$ cat config.mk
export PLATFORM = sky130hd
export DESIGN_NAME = adc_scan_seq
export DESIGN_NICKNAME = d
export VERILOG_FILES = /design/src/rtl/adc_seq_pkg.sv /design/src/rtl/adc_slot_timer.sv /design/src/rtl/adc_sar_reg.sv /design/src/rtl/adc_chan_map.sv /design/src/rtl/adc_result_bank.sv /design/src/rtl/adc_scan_seq.sv
export SDC_FILE = /design/constraint.sdc
export NUM_CORES = 1
export LEC_CHECK = 0
export ABC_CLOCK_PERIOD_IN_PS = 4100
export BUFFER_PORTS_ARGS = -buffer_cell sky130_fd_sc_hd__buf_2
export CAP_MARGIN = 20
export CORE_ASPECT_RATIO = 1.2
export CORE_MARGIN = 2
export CORE_UTILIZATION = 59
export CTS_CLUSTER_SIZE = 24
export DETAILED_ROUTE_END_ITERATION = 16
export HOLD_SLACK_MARGIN = 0.15
export PLACE_DENSITY = 0.85
export SLEW_MARGIN = 10
export SYNTH_ARGS = -nofsm -noshare
export SYNTH_HDL_FRONTEND = slang
export SYNTH_SLANG_ARGS = --single-unit
$ cat constraint.sdc
create_clock -name clk_i -period 4.1 [get_ports clk_i]
set_input_delay 0.615 -clock clk_i [delete_from_list [all_inputs] [get_ports clk_i]]
set_output_delay 0.615 -clock clk_i [all_outputs]
set_load 0.05 [all_outputs]
$ cat src/rtl/adc_seq_pkg.sv
package adc_seq_pkg;
  typedef enum logic {
    MODE_SCAN   = 1'b0,
    MODE_SELECT = 1'b1
  } mode_e;
endpackage

$ cat src/rtl/adc_slot_timer.sv
module adc_slot_timer #(
  parameter int unsigned NUM_SLOTS  = 8,
  parameter int unsigned DATA_W     = 8,
  parameter int unsigned SAMPLE_CYC = 2,
  parameter int unsigned BIT_CYC    = 3,
  localparam int unsigned SLOT_CYC  = SAMPLE_CYC + DATA_W * BIT_CYC,
  localparam int unsigned CNT_W     = $clog2(SLOT_CYC),
  localparam int unsigned SLOT_W    = $clog2(NUM_SLOTS),
  localparam int unsigned BIT_W     = $clog2(DATA_W),
  localparam int unsigned SUB_W     = (BIT_CYC > 1) ? $clog2(BIT_CYC) : 1
) (
  input  logic              clk_i,
  input  logic              rst_ni,
  input  logic              en_i,
  output logic              busy_o,
  output logic [SLOT_W-1:0] slot_o,
  output logic              sample_o,
  output logic              conv_o,
  output logic [BIT_W-1:0]  bit_pos_o,
  output logic              decide_o,
  output logic              load_o,
  output logic              slot_end_o
);
  logic              busy_q;
  logic [CNT_W-1:0]  cnt_q;
  logic [SLOT_W-1:0] slot_q;
  logic [SUB_W-1:0]  sub_q;
  logic [BIT_W-1:0]  bitp_q;
  logic              in_samp;

  assign in_samp    = cnt_q < CNT_W'(SAMPLE_CYC);
  assign busy_o     = busy_q;
  assign slot_o     = slot_q;
  assign sample_o   = busy_q && in_samp;
  assign conv_o     = busy_q && !in_samp;
  assign bit_pos_o  = bitp_q;
  assign decide_o   = conv_o && (sub_q == SUB_W'(BIT_CYC - 1));
  assign slot_end_o = busy_q && (cnt_q == CNT_W'(SLOT_CYC - 1));
  assign load_o     = en_i && (!busy_q || slot_end_o);

  always_ff @(posedge clk_i or negedge rst_ni) begin
    if (!rst_ni) begin
      busy_q <= 1'b0;
      cnt_q  <= '0;
      slot_q <= '0;
      sub_q  <= '0;
      bitp_q <= BIT_W'(DATA_W - 1);
    end else if (!busy_q) begin
      if (en_i) begin
        busy_q <= 1'b1;
        slot_q <= '0;
        cnt_q  <= '0;
        sub_q  <= '0;
        bitp_q <= BIT_W'(DATA_W - 1);
      end
    end else if (slot_end_o) begin
      cnt_q  <= '0;
      sub_q  <= '0;
      bitp_q <= BIT_W'(DATA_W - 1);
      if (en_i) slot_q <= (slot_q == SLOT_W'(NUM_SLOTS - 1)) ? '0 : slot_q + SLOT_W'(1);
      else      busy_q <= 1'b0;
    end else begin
      cnt_q <= cnt_q + CNT_W'(1);
      if (!in_samp) begin
        if (sub_q == SUB_W'(BIT_CYC - 1)) begin
          sub_q  <= '0;
          bitp_q <= bitp_q - BIT_W'(1);
        end else begin
          sub_q <= sub_q + SUB_W'(1);
        end
      end
    end
  end
endmodule

$ cat src/rtl/adc_sar_reg.sv
module adc_sar_reg #(
  parameter int unsigned DATA_W = 8,
  localparam int unsigned BIT_W = $clog2(DATA_W)
) (
  input  logic              clk_i,
  input  logic              rst_ni,
  input  logic              clear_i,
  input  logic              conv_i,
  input  logic              decide_i,
  input  logic [BIT_W-1:0]  bit_pos_i,
  input  logic              cmp_i,
  output logic [DATA_W-1:0] dac_o,
  output logic [DATA_W-1:0] code_o
);
  logic [DATA_W-1:0] code_q, code_d, trial;

  assign trial = {{(DATA_W-1){1'b0}}, 1'b1} << bit_pos_i;
  assign dac_o = conv_i ? (code_q | trial) : '0;

  always_comb begin
    code_d            = code_q;
    code_d[bit_pos_i] = cmp_i;
  end
  assign code_o = code_d;

  always_ff @(posedge clk_i or negedge rst_ni) begin
    if (!rst_ni)       code_q <= '0;
    else if (clear_i)  code_q <= '0;
    else if (decide_i) code_q <= code_d;
  end
endmodule

$ cat src/rtl/adc_chan_map.sv
module adc_chan_map
  import adc_seq_pkg::*;
#(
  parameter int unsigned NUM_CH    = 8,
  parameter int unsigned SEL_SLOTS = 4,
  localparam int unsigned CH_W     = $clog2(NUM_CH),
  localparam int unsigned SEL_W    = $clog2(SEL_SLOTS)
) (
  input  logic [CH_W-1:0]  slot_i,
  input  mode_e            mode_i,
  input  logic [SEL_W-1:0] sel_i,
  output logic [CH_W-1:0]  ch_o
);
  logic low_slot;
  assign low_slot = slot_i < CH_W'(SEL_SLOTS);
  assign ch_o = (low_slot && mode_i == MODE_SELECT) ? CH_W'(sel_i) : slot_i;
endmodule

$ cat src/rtl/adc_result_bank.sv
module adc_result_bank #(
  parameter int unsigned NUM_CH = 8,
  parameter int unsigned DATA_W = 8,
  localparam int unsigned SLOT_W = $clog2(NUM_CH)
) (
  input  logic                     clk_i,
  input  logic                     rst_ni,
  input  logic                     wr_i,
  input  logic [SLOT_W-1:0]        slot_i,
  input  logic [DATA_W-1:0]        data_i,
  output logic [NUM_CH*DATA_W-1:0] results_o
);
  for (genvar g = 0; g < NUM_CH; g++) begin : g_slot
    logic [DATA_W-1:0] q;
    always_ff @(posedge clk_i or negedge rst_ni) begin
      if (!rst_ni)                                q <= '0;
      else if (wr_i && slot_i == SLOT_W'(g))      q <= data_i;
    end
    assign results_o[g*DATA_W +: DATA_W] = q;
  end
endmodule

$ cat src/rtl/adc_scan_seq.sv
module adc_scan_seq
  import adc_seq_pkg::*;
#(
  parameter int unsigned DATA_W     = 8,
  parameter int unsigned NUM_CH     = 8,
  parameter int unsigned SEL_SLOTS  = 4,
  parameter int unsigned SAMPLE_CYC = 2,
  parameter int unsigned BIT_CYC    = 3,
  localparam int unsigned CH_W      = $clog2(NUM_CH),
  localparam int unsigned SEL_W     = $clog2(SEL_SLOTS),
  localparam int unsigned BIT_W     = $clog2(DATA_W)
) (
  input  logic                     clk_i,
  input  logic                     rst_ni,
  input  logic                     en_i,
  input  logic                     mode_i,
  input  logic [SEL_W-1:0]         sel_i,
  input  logic                     cmp_i,
  output logic [CH_W-1:0]          ch_o,
  output logic                     sample_o,
  output logic [DATA_W-1:0]        dac_o,
  output logic [NUM_CH*DATA_W-1:0] results_o
);
  logic             busy, conv, decide, load, slot_end;
  logic [CH_W-1:0]  slot;
  logic [BIT_W-1:0] bit_pos;
  logic [DATA_W-1:0] code;
  mode_e            mode_q;
  logic [SEL_W-1:0] sel_q;

  adc_slot_timer #(
    .NUM_SLOTS(NUM_CH), .DATA_W(DATA_W),
    .SAMPLE_CYC(SAMPLE_CYC), .BIT_CYC(BIT_CYC)
  ) u_timer (
    .clk_i(clk_i), .rst_ni(rst_ni), .en_i(en_i),
    .busy_o(busy), .slot_o(slot), .sample_o(sample_o), .conv_o(conv),
    .bit_pos_o(bit_pos), .decide_o(decide), .load_o(load), .slot_end_o(slot_end)
  );

  // mode and select held for a whole slot
  always_ff @(posedge clk_i or negedge rst_ni) begin
    if (!rst_ni) begin
      mode_q <= MODE_SCAN;
      sel_q  <= '0;
    end else if (load) begin
      mode_q <= mode_e'(mode_i);
      sel_q  <= sel_i;
    end
  end

  adc_chan_map #(.NUM_CH(NUM_CH), .SEL_SLOTS(SEL_SLOTS)) u_map (
    .slot_i(slot), .mode_i(mode_q), .sel_i(sel_q), .ch_o(ch_o)
  );

  adc_sar_reg #(.DATA_W(DATA_W)) u_sar (
    .clk_i(clk_i), .rst_ni(rst_ni), .clear_i(slot_end || !busy),
    .conv_i(conv), .decide_i(decide), .bit_pos_i(bit_pos), .cmp_i(cmp_i),
    .dac_o(dac_o), .code_o(code)
  );

  adc_result_bank #(.NUM_CH(NUM_CH), .DATA_W(DATA_W)) u_bank (
    .clk_i(clk_i), .rst_ni(rst_ni), .wr_i(slot_end), .slot_i(slot),
    .data_i(code), .results_o(results_o)
  );
endmodule

# --- Word-level counts from Yosys, hierarchy flattened ---
# Index checks and enable logic that the tools add are counted.
classes:
  addsub: 4
  mul: 0
  div: 0
  magnitude_cmp: 4
  n_eq_ne: 13
  n_shift: 1
  n_mux: 28
  bitwise: 1
  reduce_logical: 24
ops:
  columns: ["operator", "n"]
  rows:
  - ["$mux W3", 11]
  - ["$mux W8", 3]
  - ["$logic_and A1 B1 Y1", 15]
  - ["$mux W5", 3]
  - ["$eq A3 B3 Y1 const B", 4]
  - ["$mux W2", 5]
  - ["$bwmux W8", 1]
  - ["$or A8 B8 Y8", 1]
  - ["$shl A1 B3 Y8 const A", 1]
  - ["$eq A3 B2 Y1 const B", 2]
  - ["$ne A3 B2 Y1 const B", 2]
  - ["$reduce_and A3 Y1", 2]
  - ["$add A5 B1 Y5 const B", 1]
  - ["$eq A5 B5 Y1 const B", 1]
  - ["$lt A5 B2 Y1 const B", 1]
  - ["$lt A3 B4 Y1 const B", 1]
  - ["$mux W1", 4]
  - ["$reduce_bool A2 Y1", 2]
  - ["$add A3 B1 Y3 const B", 1]
  - ["$demux W1 S3", 1]
  - ["$eq A3 B1 Y1 const B", 1]
  - ["$ge A3 B1 Y1 const B", 1]
  - ["$logic_not A3 Y1", 1]
  - ["$lt A3 B3 Y1 const B", 1]
  - ["8 further kinds", 9]
totals:
  register_bits: 89
  latch_bits: 0
  ramBits: 0
  romBits: 0
  in_bits: 7
  mem_count: 0

# --- Depth between registers and ports, before layout ---
logic_depth:
  ltp_word: 7
  mapped_depth: 7

# --- Modules after synthesis ---
# From an unflattened synthesis, not the netlist that was laid out.
hier_totals:
  cells_unflattened: 311
  area_unflattened_um2: 4166.5
modules_own_cells:
  columns: ["module", "n_inst", "cells_each", "area_each_um2"]
  rows:
  - ["adc_result_bank", 1, 143, 2452.4]
  - ["adc_slot_timer", 1, 92, 872.1]
  - ["adc_sar_reg", 1, 65, 679.4]
  - ["adc_scan_seq", 1, 7, 115.1]
  - ["adc_chan_map", 1, 4, 47.5]

# --- Worst setup path before layout ---
# OpenSTA, ideal clock, no wires.
synth_path:
  kind: "register to output"
  from: "register u_timer.slot_q[2] (netlist: u_timer.slot_o[2])"
  to: "output ch_o[0]"
  arrival_ps: 1632
  setup_slack_ps: 1853
  path_stages_with_launch: 4
  path_cell_list: "dfrtp_1 buf_4 nor2b_1 o21ai_0"
synth_via:
  elab_chain_len: 3
synth_lines:
  columns: ["item", "line_no", "source"]
  rows:
  - ["start: declaration", "adc_slot_timer.sv:26", "logic [SLOT_W-1:0] slot_q;"]
  - ["start signal: assignment", "adc_slot_timer.sv:60", "if (en_i) slot_q <= (slot_q == SLOT_W'(NUM_SLOTS - 1)) ? '0 : slot_q + SLOT_W'(1);"]
  - ["$lt A3 B3 Y1", "adc_chan_map.sv:15", "assign low_slot = slot_i < CH_W'(SEL_SLOTS);"]
  - ["$logic_and A1 B1 Y1", "adc_chan_map.sv:16", "assign ch_o = (low_slot && mode_i == MODE_SELECT) ? CH_W'(sel_i) : slot_i;"]
  - ["$mux W3", "adc_chan_map.sv:16", null]
  - ["end: declaration", "adc_scan_seq.sv:19", "output logic [CH_W-1:0] ch_o,"]
# No other way between the ends.

# --- Worst setup path in the final report ---
layout_path:
  from: "register u_timer.cnt_q[2]"
  to: "output dac_o[5]"
layout_via:
  elab_chain_len: 4
layout_lines:
  columns: ["item", "line_no", "source"]
  rows:
  - ["start: declaration", "adc_slot_timer.sv:25", "logic [CNT_W-1:0] cnt_q;"]
  - ["start signal: assignment", "adc_slot_timer.sv:63", "cnt_q <= cnt_q + CNT_W'(1);"]
  - ["$lt A5 B2 Y1", "adc_slot_timer.sv:31", "assign in_samp = cnt_q < CNT_W'(SAMPLE_CYC);"]
  - ["$logic_not A1 Y1", "adc_slot_timer.sv:35", "assign conv_o = busy_q && !in_samp;"]
  - ["$logic_and A1 B1 Y1", "adc_slot_timer.sv:35", null]
  - ["$mux W8", "adc_sar_reg.sv:18", "assign dac_o = conv_i ? (code_q | trial) : '0;"]
  - ["end: declaration", "adc_scan_seq.sv:21", "output logic [DATA_W-1:0] dac_o,"]
# No other way between the ends.

==> results_dict.tcl <==
set metrics [dict create \
    ff_latch_area_um2 2230 \
    synth_most_common_cell "dfrtp_1" \
    cts_hold_buf 0 \
    yosysTopAreaCellShare 0.536 \
    powerDensity_nw_per_um2 739 \
    status "complete, no violations" \
    hold_class "primary input to asynchronous set/reset pin" \
    clkTransAtPathRegs_ns 0.09 \
    clock_sinks 89 \
    ant_nets 0 \
    slew_headroom 0.604 \
    yosys_warnings 0 \
    finalSetupViolations 0 \
    dp_slack_ns 1.91 \
    nFillCells 453 \
    multi_input_area_um2 1670 \
    fin_worst_skew_ns 0.0120 \
    synth_area_per_cell_um2 12.9 \
    syn_to_final_growth_pct 16.1 \
    hold_viol_final 0 \
    slew_viol_final 0 \
    cts_setup_buffers 0 \
    clkLatencyLatePin_ns 0.36 \
    start_util 0.615 \
    drt-initial-drc-count 164 \
    required_ns 3.48 \
    fin_area_um2 4660 \
    p_leak_nw 2.41 \
    drive_above_1_share 0.471 \
    yosysTopAreaCell "dfrtp_1" \
    critPathCaptureType "output pin" \
    nets 413 \
    portBuffers 82 \
    drt-total-wl_um 8810 \
    maxCapViolations 0 \
    synth_edf_count 0 \
    route.detailed.drc 0 \
    coreArea_um2 6530 \
    die-area_um2 7480 \
    synth_common_cells "86 x dfrtp_1, 67 x mux2_2, 27 x nor2_1" \
    diodes 0 \
    fp-row-count 32 \
    synth_area_um2 4020 \
    cts_buffer_depth 2 \
    ctsResizeCount 0 \
    async_flop_share 1.00 \
    grt_pass1_vias 2727 \
    critPathMaxFanout 10 \
    path_class "flip-flop to output pin" \
    viasPerCell 5.66 \
    post_dp_cell_area_um2 4460 \
    track_usage 0.254 \
    arrival_ns 1.97 \
    min_period_ns 2.59 \
    cts_tree "yes" \
    dieHeight_um 94.4 \
    synth-seq-cells 89 \
    htree_levels 3 \
    fmax_mhz 386 \
    antenna_found_initial 0 \
    vdd_ir_drop_max_v 0.000548 \
    fin_tns_setup_ns 0 \
    total_power_mw 3.44 \
    yosysUniqueCellTypes 45 \
    path_cells "or4_1 -> nand2_1 -> nor2_1 -> buf_2" \
    netlist_instances 311 \
    post_drt_wl_per_cell_um 18.3 \
    syn_nets 331 \
    period_share 0.631 \
    cts_root_buf "clkbuf_8" \
    tightest_slew_ns 0.589 \
    slowest_stage "or4_1" \
    gp_congestion 0.844 \
    seq_area_frac_synth 0.556 \
    synthFlopType "dfrtp_1" \
    grt_max_degree 90 \
    grt_pass1_wl_um 14100 \
    vias 2730 \
    cp_slowest_stage_delay_ns 0.58 \
    synth_area_leaders "dfrtp_1 54%, mux2_2 19%, ha_1 4.1%" \
    numCtsBuffers 9 \
    die_width_um 79.3 \
    ios 83 \
    rsz0062_at_grt "false" \
    dr.pass1.iters 4 \
    grt-ovfl-total 0 \
    setup_slack_ns 1.51 \
    post-dp-hpwl_um 5970 \
    cp-start-kind "flip-flop" \
]
[state kept, by name, indices dropped and copies added, names as in the netlist]
name and flops:
u_timer.cnt_q 5, u_timer.slot_o 3, u_sar.code_q 8, u_bank.g_slot.q 64, u_timer.bit_pos_o 3, u_timer.sub_q 2, u_timer.busy_o 1, sel_q 2
mode_q 1
[placed cells by master (no fill, tap or decap), drive strengths merged, types with 2 or more instances in the layout]
master	instances
nand2b	3
clkinv	2
clkinvlp	2
nand2	12
o31ai	2
a21o	3
a32o	2
buf	86
mux2	75
nand3	3
nor2	28
clkbuf	9
nor3	10
nand3b	4
o21ai	8
nor3b	4
nor4	3
ha	13
inv	10
and3	3
a21oi	10
dfrtp	86
dfstp	3
or4	2
[worst paths after layout]
path | startpoint | to | slack (ns) | cells past startpoint
min in group clk_i | sel_i[1] | sel_q[1]$_DFFE_PN0P_ | 0.50 | 2
max in group asynchronous | rst_ni | u_bank.g_slot[3].q[6]$_DFFE_PN0P_ | 3.31 | 2
worst min-delay path | rst_ni | u_timer.busy_o$_DFF_PN0_ | 0.17 | 1
worst min register to register | u_bank.g_slot[7].q[4]$_DFFE_PN0P_ | u_bank.g_slot[7].q[4]$_DFFE_PN0P_ | 0.50 | 1
worst max register to register | u_timer.cnt_q[1]$_DFFE_PN0P_ | u_bank.g_slot[0].q[7]$_DFFE_PN0P_ | 2.01 | 6
worst max-delay path | u_timer.cnt_q[2]$_DFFE_PN0P_ | dac_o[5] | 1.51 | 4
[critical path, delay by kind of cell (launching register included)]
kind	cells	cell delay [ns]
and+or+nand+nor	3	0.91
DFF	1	0.50
buffers and inverters	1	0.22
[logic make-up after synthesis]
logic type,synth area share
multiplexers,0.218
AO/OA/AOI/OAI,0.0524
buffers and inverters,0.0287
adder cells (fa/ha/maj),0.0405
flip-flops,0.556
AND/OR/NAND/NOR,0.105
[final cells by class]
class | instances | area share
sequential | 89 | 0.478
multi-input combinational | 199 | 0.358
timing repair buffer | 86 | 0.0987
clock buffer | 9 | 0.0266
tap | 85 | 0.0228
clock inverter | 6 | 0.00912
inverter | 8 | 0.00644
[stage by stage]
stage	hold WS (ns)	util	cells
CTS	0.493	0.710	480
finish	0.173	0.715	482
global route	0.178	0.715	482
global placement	0.484	0.684	465
floorplan	0.319	-	311
detailed placement	0.489	0.684	465
[per-layer routing]
layer	vias to the layer above	part of all wire	GRT usage
li1	1254	-	-
met3	15	0.048	0.0516
met5	-	0	0
met4	0	0.018	0.116
met1	1380	0.41	0.323
met2	81	0.52	0.422
[where the power goes]
group,total (mW),internal [mW],switching [mW]
Clock,0.529,0.219,0.310
Sequential,1.30,1.09,0.206
Combinational,1.62,0.471,1.15
(Power assumes the default switching activity.)
